`src/rtl/epd_poll_pkg.sv`:
```
package epd_poll_pkg;

    typedef enum logic [2:0] {
        ST_IDLE,
        ST_WAIT,
        ST_SETTLE,
        ST_SHIFT,
        ST_EVAL,
        ST_GAP,
        ST_DONE,
        ST_TOUT
    } poll_state_t;

    localparam logic [7:0] STATUS_READY = 8'h00;
    localparam logic [7:0] STATUS_BUSY  = 8'hFF;

    function automatic logic is_running(poll_state_t s);
        return (s != ST_IDLE) && (s != ST_DONE) && (s != ST_TOUT);
    endfunction

endpackage

```
`src/rtl/poll_count.sv`:
```
module poll_count #(
    parameter int MAX = 16
) (
    input  logic                          clk,
    input  logic                          rst_n,
    input  logic                          clr,
    input  logic                          en,
    output logic [$clog2(MAX + 1) - 1:0]  cnt
);
    localparam int W = $clog2(MAX + 1);

    always_ff @(posedge clk or negedge rst_n) begin
        if (!rst_n) begin
            cnt <= '0;
        end else if (clr) begin
            cnt <= '0;
        end else if (en && (cnt != W'(MAX))) begin
            cnt <= cnt + 1'b1;
        end
    end
endmodule

```
`src/rtl/poll_shifter.sv`:
```
module poll_shifter #(
    parameter int HALF_CYC = 2
) (
    input  logic       clk,
    input  logic       rst_n,
    input  logic       run,
    input  logic       sdo_i,
    output logic       sclk_o,
    output logic [7:0] rx_o,
    output logic       fin_o
);
    localparam int HW = (HALF_CYC > 1) ? $clog2(HALF_CYC) : 1;

    logic [HW-1:0] half_q;
    logic [2:0]    bit_q;
    logic          sclk_q;
    logic [7:0]    rx_q;
    logic          half_end;

    assign half_end = (half_q == HW'(HALF_CYC - 1));

    always_ff @(posedge clk or negedge rst_n) begin
        if (!rst_n) begin
            half_q <= '0;
            bit_q  <= '0;
            sclk_q <= 1'b0;
            rx_q   <= '0;
        end else if (!run) begin
            half_q <= '0;
            bit_q  <= '0;
            sclk_q <= 1'b0;
        end else if (half_end) begin
            half_q <= '0;
            sclk_q <= !sclk_q;
            if (!sclk_q) begin
                rx_q <= {rx_q[6:0], sdo_i};
            end else begin
                bit_q <= bit_q + 3'd1;
            end
        end else begin
            half_q <= half_q + 1'b1;
        end
    end

    assign sclk_o = sclk_q;
    assign rx_o   = rx_q;
    assign fin_o  = half_end && sclk_q && (bit_q == 3'd7);
endmodule

```
`src/rtl/epd_update_poller.sv`:
```
module epd_update_poller
    import epd_poll_pkg::*;
#(
    parameter int HALF_CYC = 1000,
    parameter int GAP_CYC  = 12_500_000,
    parameter int TMO_CYC  = 637_500_000
) (
    input  logic clk,
    input  logic rst_n,
    input  logic start_i,
    input  logic busy_i,
    input  logic sdo_i,
    output logic sclk_o,
    output logic cs_n_o,
    output logic done_o,
    output logic timeout_o,
    output logic err_o
);
    localparam int DLY_MAX = (GAP_CYC > HALF_CYC) ? GAP_CYC : HALF_CYC;
    localparam int DW      = $clog2(DLY_MAX + 1);
    localparam int TW      = $clog2(TMO_CYC + 1);

    poll_state_t state_q, state_d;

    logic [DW-1:0] dly_cnt;
    logic [TW-1:0] tmo_cnt;
    logic [7:0]    rx_byte;
    logic          shift_fin;
    logic          tmo_hit;
    logic          gap_end;
    logic          settle_end;
    logic          dly_clr;
    logic          shift_run;

    assign dly_clr    = !((state_q == ST_GAP) || (state_q == ST_SETTLE));
    assign gap_end    = (dly_cnt == DW'(GAP_CYC - 1));
    assign settle_end = (dly_cnt == DW'(HALF_CYC - 1));
    assign tmo_hit    = (tmo_cnt == TW'(TMO_CYC));
    assign shift_run  = (state_d == ST_SHIFT);

    poll_count #(.MAX(DLY_MAX)) u_dly (
        .clk   (clk),
        .rst_n (rst_n),
        .clr   (dly_clr),
        .en    (1'b1),
        .cnt   (dly_cnt)
    );

    poll_count #(.MAX(TMO_CYC)) u_tmo (
        .clk   (clk),
        .rst_n (rst_n),
        .clr   (start_i),
        .en    (is_running(state_q)),
        .cnt   (tmo_cnt)
    );

    poll_shifter #(.HALF_CYC(HALF_CYC)) u_shift (
        .clk    (clk),
        .rst_n  (rst_n),
        .run    (shift_run),
        .sdo_i  (sdo_i),
        .sclk_o (sclk_o),
        .rx_o   (rx_byte),
        .fin_o  (shift_fin)
    );

    always_comb begin
        state_d = state_q;
        if (start_i) begin
            state_d = ST_WAIT;
        end else begin
            unique case (state_q)
                ST_IDLE:   state_d = ST_IDLE;
                ST_WAIT: begin
                    if (tmo_hit)      state_d = ST_TOUT;
                    else if (!busy_i) state_d = ST_SETTLE;
                end
                ST_SETTLE: begin
                    if (busy_i)          state_d = ST_WAIT;
                    else if (settle_end) state_d = ST_SHIFT;
                end
                ST_SHIFT: begin
                    if (busy_i)         state_d = ST_WAIT;
                    else if (shift_fin) state_d = ST_EVAL;
                end
                ST_EVAL: begin
                    if (rx_byte == STATUS_READY) state_d = ST_DONE;
                    else if (tmo_hit)            state_d = ST_TOUT;
                    else                         state_d = ST_GAP;
                end
                ST_GAP: begin
                    if (tmo_hit)      state_d = ST_TOUT;
                    else if (gap_end) state_d = ST_WAIT;
                end
                ST_DONE:   state_d = ST_DONE;
                ST_TOUT:   state_d = ST_TOUT;
            endcase
        end
    end

    always_ff @(posedge clk or negedge rst_n) begin
        if (!rst_n) state_q <= ST_IDLE;
        else        state_q <= state_d;
    end

    always_ff @(posedge clk or negedge rst_n) begin
        if (!rst_n) begin
            cs_n_o    <= 1'b1;
            done_o    <= 1'b0;
            timeout_o <= 1'b0;
            err_o     <= 1'b0;
        end else begin
            cs_n_o    <= !((state_d == ST_SETTLE) || (state_d == ST_SHIFT));
            done_o    <= (state_d == ST_DONE);
            timeout_o <= (state_d == ST_TOUT);
            if (start_i) begin
                err_o <= 1'b0;
            end else if ((state_q == ST_EVAL) && (rx_byte != STATUS_READY)
                         && (rx_byte != STATUS_BUSY)) begin
                err_o <= 1'b1;
            end
        end
    end
endmodule

```
`config.mk`:
```
export PLATFORM = sky130hd
export DESIGN_NAME = epd_update_poller
export DESIGN_NICKNAME = d
export VERILOG_FILES = /design/src/rtl/epd_poll_pkg.sv /design/src/rtl/poll_count.sv /design/src/rtl/poll_shifter.sv /design/src/rtl/epd_update_poller.sv
export SDC_FILE = /design/constraint.sdc
export NUM_CORES = 1
export LEC_CHECK = 0
export ABC_AREA = 1
export BUFFER_PORTS_ARGS = -buffer_cell sky130_fd_sc_hd__buf_2
export CAP_MARGIN = 10
export CORE_MARGIN = 8
export CORE_UTILIZATION = 60
export DETAILED_ROUTE_END_ITERATION = 7
export HOLD_SLACK_MARGIN = 0.02
export PLACE_DENSITY = 0.77
export SLEW_MARGIN = 20
export SYNTH_ARGS = -nofsm -noshare
export SYNTH_HDL_FRONTEND = slang
export SYNTH_SLANG_ARGS = --single-unit
```
`constraint.sdc`:
```
create_clock -name clk -period 5.5 [get_ports clk]
set_input_delay 0.825 -clock clk [delete_from_list [all_inputs] [get_ports clk]]
set_output_delay 0.825 -clock clk [all_outputs]
set_load 0.02 [all_outputs]
```
==> flow_summary.ini, run 1 <==
[critical_path]
worstSetupEndpointType = flip-flop
worstPathMaxFanout = 11
r2r_cells = 14
r2r_start = u_tmo.cnt[0]
reg2reg_slack_ps = 3240
crit_arrival_ps = 2510
reg2reg_to = u_tmo.cnt[18]
cp-endpoint = u_tmo.cnt[18]
critical_path_class = reg -> reg
required_ps = 5750
start_kind = flip-flop
crit_path_start = u_tmo.cnt[0]

[yosys]
synth_cell_types = 36
yosys.area.top_type = dfrtp_1
synth_edf_count = 0
synth_commonest_cells = nand2_1, nor2_1, inv_1, dfrtp_1, nand3_1
seq_area_frac_synth_pct = 42.1
synth.most_common_cell = nand2_1
synth_warnings = 0
yosys_most_used_dff = dfrtp_1
avgSynthCellArea_um2 = 7.37
ys_top_cells_by_area = dfrtp_1, nand2_1, nor2_1, inv_1, nand3_1
async_flop_share_pct = 100
syn_inst = 670
syn_nets = 682
netlist.area_leader.share_pct = 41.6
ys_ff_latch = 83
syn_area_um2 = 4940

[floorplan]
die_area_um2 = 11400
die_h_um = 107
io_pins = 10
core.rowCount = 33
initial_core_util_pct = 61.0
coreArea_um2 = 8090
die-width_um = 107

[placed_design]
place_inst = 777
port-buffer-count = 9
dp_slack_ps = 3240
dp_hpwl_um = 8230
dpl_cell_area_um2 = 5070
gp_congestion = 0.958

[timing]
fmax_mhz = 442
skew_ps = 19.6
min_period_over_period_pct = 41.1
relSlewSlack_pct = 50.9
finalHoldViolCount = 0
drv_slew = 0
setup_slack_ps = 3240
period_needed_ps = 2260
tns_ps = 0
whs_ps = 479
rsz0062_at_grt = false
setup-violations-final = 0
tightest_slew_ps = 737

[global_routing]
first_global_vias = 4322
grt_use_met1_pct = 28.1
grt_start_max_net_pins = 84
met3_usage_pct = 2.70
grtUsageTotal_pct = 20.3
grt_overflow = 0
antenna_found_initial = 0
top_usage_layer = met2
grt_use_met2_pct = 32.3
grt_pass1_wl_um = 19400

[layout]
finalNetCount = 695
post-route-util_pct = 65.0
synthToLayoutAreaGrowth_pct = 6.46
layout-drive-gt1-share_pct = 9.88
finalNonFillerCells = 793
fin_area_um2 = 5260
diodes = 0

[clock_tree]
cts_hold_buf = 0
cts_resized = 0
clk_pin_slew_ps = 90
worstSkewPairLatency_ps = 360
clk_path_buf_depth = 2
cts.sinks = 83
cts_setup_buffers = 0
htree_levels = 3
root_buffer = clkbuf_8
cts-buffers-inserted = 9
cts_tree = done

[detailed_routing]
drt_iter0_drc = 249
antenna_left = 0
firstDrtPassIters = 5
viasPerCell = 5.51
routed-via-count = 4368
drt_wl_total_um = 10900
drc = 0
post_drt_wl_per_cell_um = 13.8

[hold_path]
worst_hold_path_type = reg -> reg
hp-start = u_shift.half_q[0]

[pwr]
p_per_area_nw_per_um2 = 211
cellLeakagePower_nw = 2.30
p_comb_share_pct = 6.2
finalPower_mw = 1.11
p_switching_mw = 0.304
peakVddDrop_v = 0.000151
p_int_mw = 0.804
clkPwrFrac_pct = 37.7
p_sw_share_pct = 27.4
pwr-share-seq_pct = 56.2

[status]
outcome = finished, final reports clean

[run]
max-cap-violations = 0
worst max-delay path: stages, from the launching register on:
cell and delay [ps]:
dfrtp_1 380, inv_1 80, ha_1 240, nand3_1 90, inv_1 40, nand2_1 120, nor2_4 50, nand2_1 70
nand2_2 110, nand2_1 310, nand2_1 190, nor2_4 170, nand2_1 90, o21ai_0 150, nor2_1 60
layout by cell type, fill, tap and decap left out, types with 6 or more instances in the layout:
cell	instances
a21oi_1	27
buf_2	8
clkbuf_8	9
dfrtp_1	82
ha_1	7
inv_1	96
nand2_1	136
nand2_2	9
nand3_1	39
nand4_1	24
nor2_1	103
nor2_2	7
nor3_1	21
nor3_2	6
nor4_1	12
o21ai_0	32
o21bai_1	8
xor2_1	15
layer usage:
layer / vias to the layer above / wire length, um
li1: 2186 / -
met1: 2056 / 5230
met2: 104 / 5040
met3: 22 / 473
met4: 0 / 187
met5: - / 0
cells by family (layout without fill, tap and decap cells):
group / after synthesis / in the layout / share of synthesized area, %
simple gates: 370 / 370 / 34.7
buf+inv: 111 / 129 / 8.89
flops: 83 / 83 / 42.1
compound gates: 81 / 81 / 9.40
xor+xnor: 18 / 18 / 3.19
fa+ha+maj: 7 / 7 / 1.77
flip-flops by register name, summed over array words and instances (netlist names):
signal and flops:
cs_n_o 1, done_o 1, err_o 1, state_q 3
timeout_o 1, u_dly.cnt 24, u_shift.bit_q 3, u_shift.half_q 10
u_shift.rx_o 8, u_shift.sclk_o 1, u_tmo.cnt 30
final cells by class:
type / count / area [um2]
Fill cell: 723 / 2840
Multi-Input combinational cell: 476 / 2420
Sequential cell: 83 / 2080
Inverter: 103 / 387
Tap cell: 105 / 131
Clock buffer: 9 / 124
Timing Repair Buffer: 10 / 58.8
Clock inverter: 7 / 57.6
power by group through the flow:
stage                     Clock, mW  Combinational (mW)  Sequential [mW]
after detailed placement          0              0.0690            0.634
after CTS                     0.425              0.0691            0.622
after global placement            0              0.0658            0.634
after global routing          0.444              0.0783            0.623
final                         0.417              0.0682            0.622
after floorplan                   0              0.0426            0.634
worst min path at each step:
| stage | endpoint | slack [ps] | depth (start not counted) |
|---|---|---|---|
| CTS | u_shift.half_q[0] | 480 | 1 |
| global placement | u_shift.half_q[0] | 460 | 1 |
| detailed placement | u_shift.half_q[0] | 460 | 1 |
| global route | u_shift.half_q[0] | 500 | 1 |
| floorplan | u_shift.half_q[0] | 430 | 1 |
| finish | u_shift.half_q[0] | 480 | 1 |
(Power assumes the default switching activity.)
==> run 2: changes to the inputs <==
==> constraint.sdc (replaced) <==
create_clock -name clk -period 2.4 [get_ports clk]
set_input_delay 0.36 -clock clk [delete_from_list [all_inputs] [get_ports clk]]
set_output_delay 0.36 -clock clk [all_outputs]
set_load 0.02 [all_outputs]
==> run 2 against run 1 <==
  * Wire length up 1.4%
  * Register-to-register slack got worse by 3000 ps
  * Utilization grew 1.5 points
  * Die area did not move
  * Final area rose by 2.3%
  * Sequential share of layout area shrank 0.87 points
  * Critical path type unchanged
==> flow_summary.ini, run 2 (same netlist as run 1, synthesis figures left out) <==
[floorplan]
die_h_um = 107
core.rowCount = 33
die-width_um = 107
die_area_um2 = 11400
initial_core_util_pct = 61.0
coreArea_um2 = 8090
io_pins = 10

[timing]
finalHoldViolCount = 0
min_period_over_period_pct = 90.0
relSlewSlack_pct = 71.0
fmax_mhz = 463
whs_ps = 242
setup-violations-final = 0
period_needed_ps = 2160
drv_slew = 0
skew_ps = 14.0
tightest_slew_ps = 431

[hold_path]
hp-start = sdo_i
worst_hold_path_type = in -> reg

[detailed_routing]
antenna_left = 0
routed-via-count = 4483
viasPerCell = 5.59
firstDrtPassIters = 6
drt_iter0_drc = 260
post_drt_wl_per_cell_um = 13.8
drc = 0
drt_wl_total_um = 11100

[placed_design]
place_inst = 782
port-buffer-count = 9
gp_congestion = 0.941
dp_hpwl_um = 8260

[layout]
largest_reg_flops = 30
finalNonFillerCells = 802
layout_common_cells = nand2_1, nor2_1, inv_1
final_common_cell = nand2_1
multi_input_area_um2 = 2440
register_area_um2 = 2080
biggestRegsByFlops = u_tmo.cnt x30, u_dly.cnt x24, u_shift.half_q x10
fillCellCount = 670
diodes = 0
synthToLayoutAreaGrowth_pct = 8.87
layout-drive-gt1-share_pct = 11.0
top_register = u_tmo.cnt
finalNetCount = 704

[global_routing]
met3_usage_pct = 3.54
grt_use_met1_pct = 26.2
grt_pass1_wl_um = 19000
grt_overflow = 0
grt_start_max_net_pins = 57
first_global_vias = 4297
top_usage_layer = met2
grtUsageTotal_pct = 20.2
grt_use_met2_pct = 32.5
antenna_found_initial = 0

[clock_tree]
cts.sinks = 83
root_buffer = clkbuf_8
htree_levels = 3
worstSkewPairLatency_ps = 360
cts_tree = done
cts-buffers-inserted = 9
clk_path_buf_depth = 2
clk_pin_slew_ps = 100

[critical_path]
critical_path_class = reg -> reg
critPathTopFamily = simple AND/OR/NAND/NOR gates
crit_buf_inv = 3
worstSetupEndpointType = flip-flop
r2r_start = u_tmo.cnt[0]
start_kind = flip-flop
critPathMaxStageDelay_ps = 400
crit_path_start = u_tmo.cnt[0]
required_ps = 2690
path_common_cell = inv_1
worstPathMaxFanout = 8
critPathSlowestCell = dfrtp_1
crit_arrival_ps = 2450
reg2reg_slack_ps = 240
crit_path_cell_trace = inv_1 > ha_1 > nand3_1 > inv_1 > nand2_1 > inv_1 > nand2_1 > nor2_1 > nand4_1 > nand3_2 > nand3_2 > nor2_4 > nand2_2 > nor2_1

[pwr]
finalPower_mw = 2.65
p_per_area_nw_per_um2 = 493
peakVddDrop_v = 0.000256
cellLeakagePower_nw = 2.36

[run]
max-cap-violations = 0

[status]
outcome = finished, final reports clean
==> run 2: worst paths after layout <==
check                                     to  cells after the start
setup / recovery           u_shift.half_q[5]                     14
hold / removal               u_shift.rx_o[0]                      3
setup reg to reg           u_shift.half_q[5]                     14
hold reg to reg            u_shift.half_q[0]                      1
max in group asynchronous             cs_n_o                      3
min in group asynchronous      u_dly.cnt[15]                      2
==> run 2: worst register-to-register path, cell delays in order (launching register included) <==
cell and delay (ps):
dfrtp_1 400, inv_1 100, ha_1 180, nand3_1 80, inv_1 60, nand2_1 90
inv_1 70, nand2_1 40, nor2_1 160, nand4_1 130, nand3_2 150, nand3_2 120
nor2_4 230, nand2_2 160, nor2_1 140
==> run 2: metrics by stage <==
stage / util, % / setup WS [ps] / cell area [um2] / TNS [ps]
floorplan: - / 553 / 4940 / 0
global placement: 63.3 / 332 / 5120 / 0
detailed placement: 63.3 / 223 / 5120 / 0
CTS: 66.0 / 208 / 5340 / 0
global route: 66.4 / -2.18 / 5380 / -2.18
finish: 66.4 / 239 / 5380 / 0
==> run 2: area by class of cell <==
| class | count | area share [%] |
|---|---|---|
| repair buffers | 19 | 2.56 |
| clock buffers | 9 | 2.30 |
| clock inverters | 7 | 1.51 |
| well taps | 105 | 2.44 |
| flip-flops and latches | 83 | 38.7 |
| multi-input cells | 476 | 45.3 |
| inverters | 103 | 7.19 |
==> run 2: report_power, final <==
part	internal (mW)	switching [mW]
Combinational	0.0467	0.123
Sequential	1.41	0.0150
Clock	0.497	0.556
==> run 2: routing by layer <==
metal	up-vias	wire [um]
met3	27	588
met2	147	5240
li1	2209	-
met1	2100	5030
met5	-	0
met4	0	227
==> run 2: timing repair <==
item | 4_1_cts | 5_1_grt
gates resized for setup | 0 | 3
setup endpoints to repair | 0 | 18
buffers inserted | 0 | 3
hold buffers | 1 | 0
endpoints found under the hold margin | 27 | 0
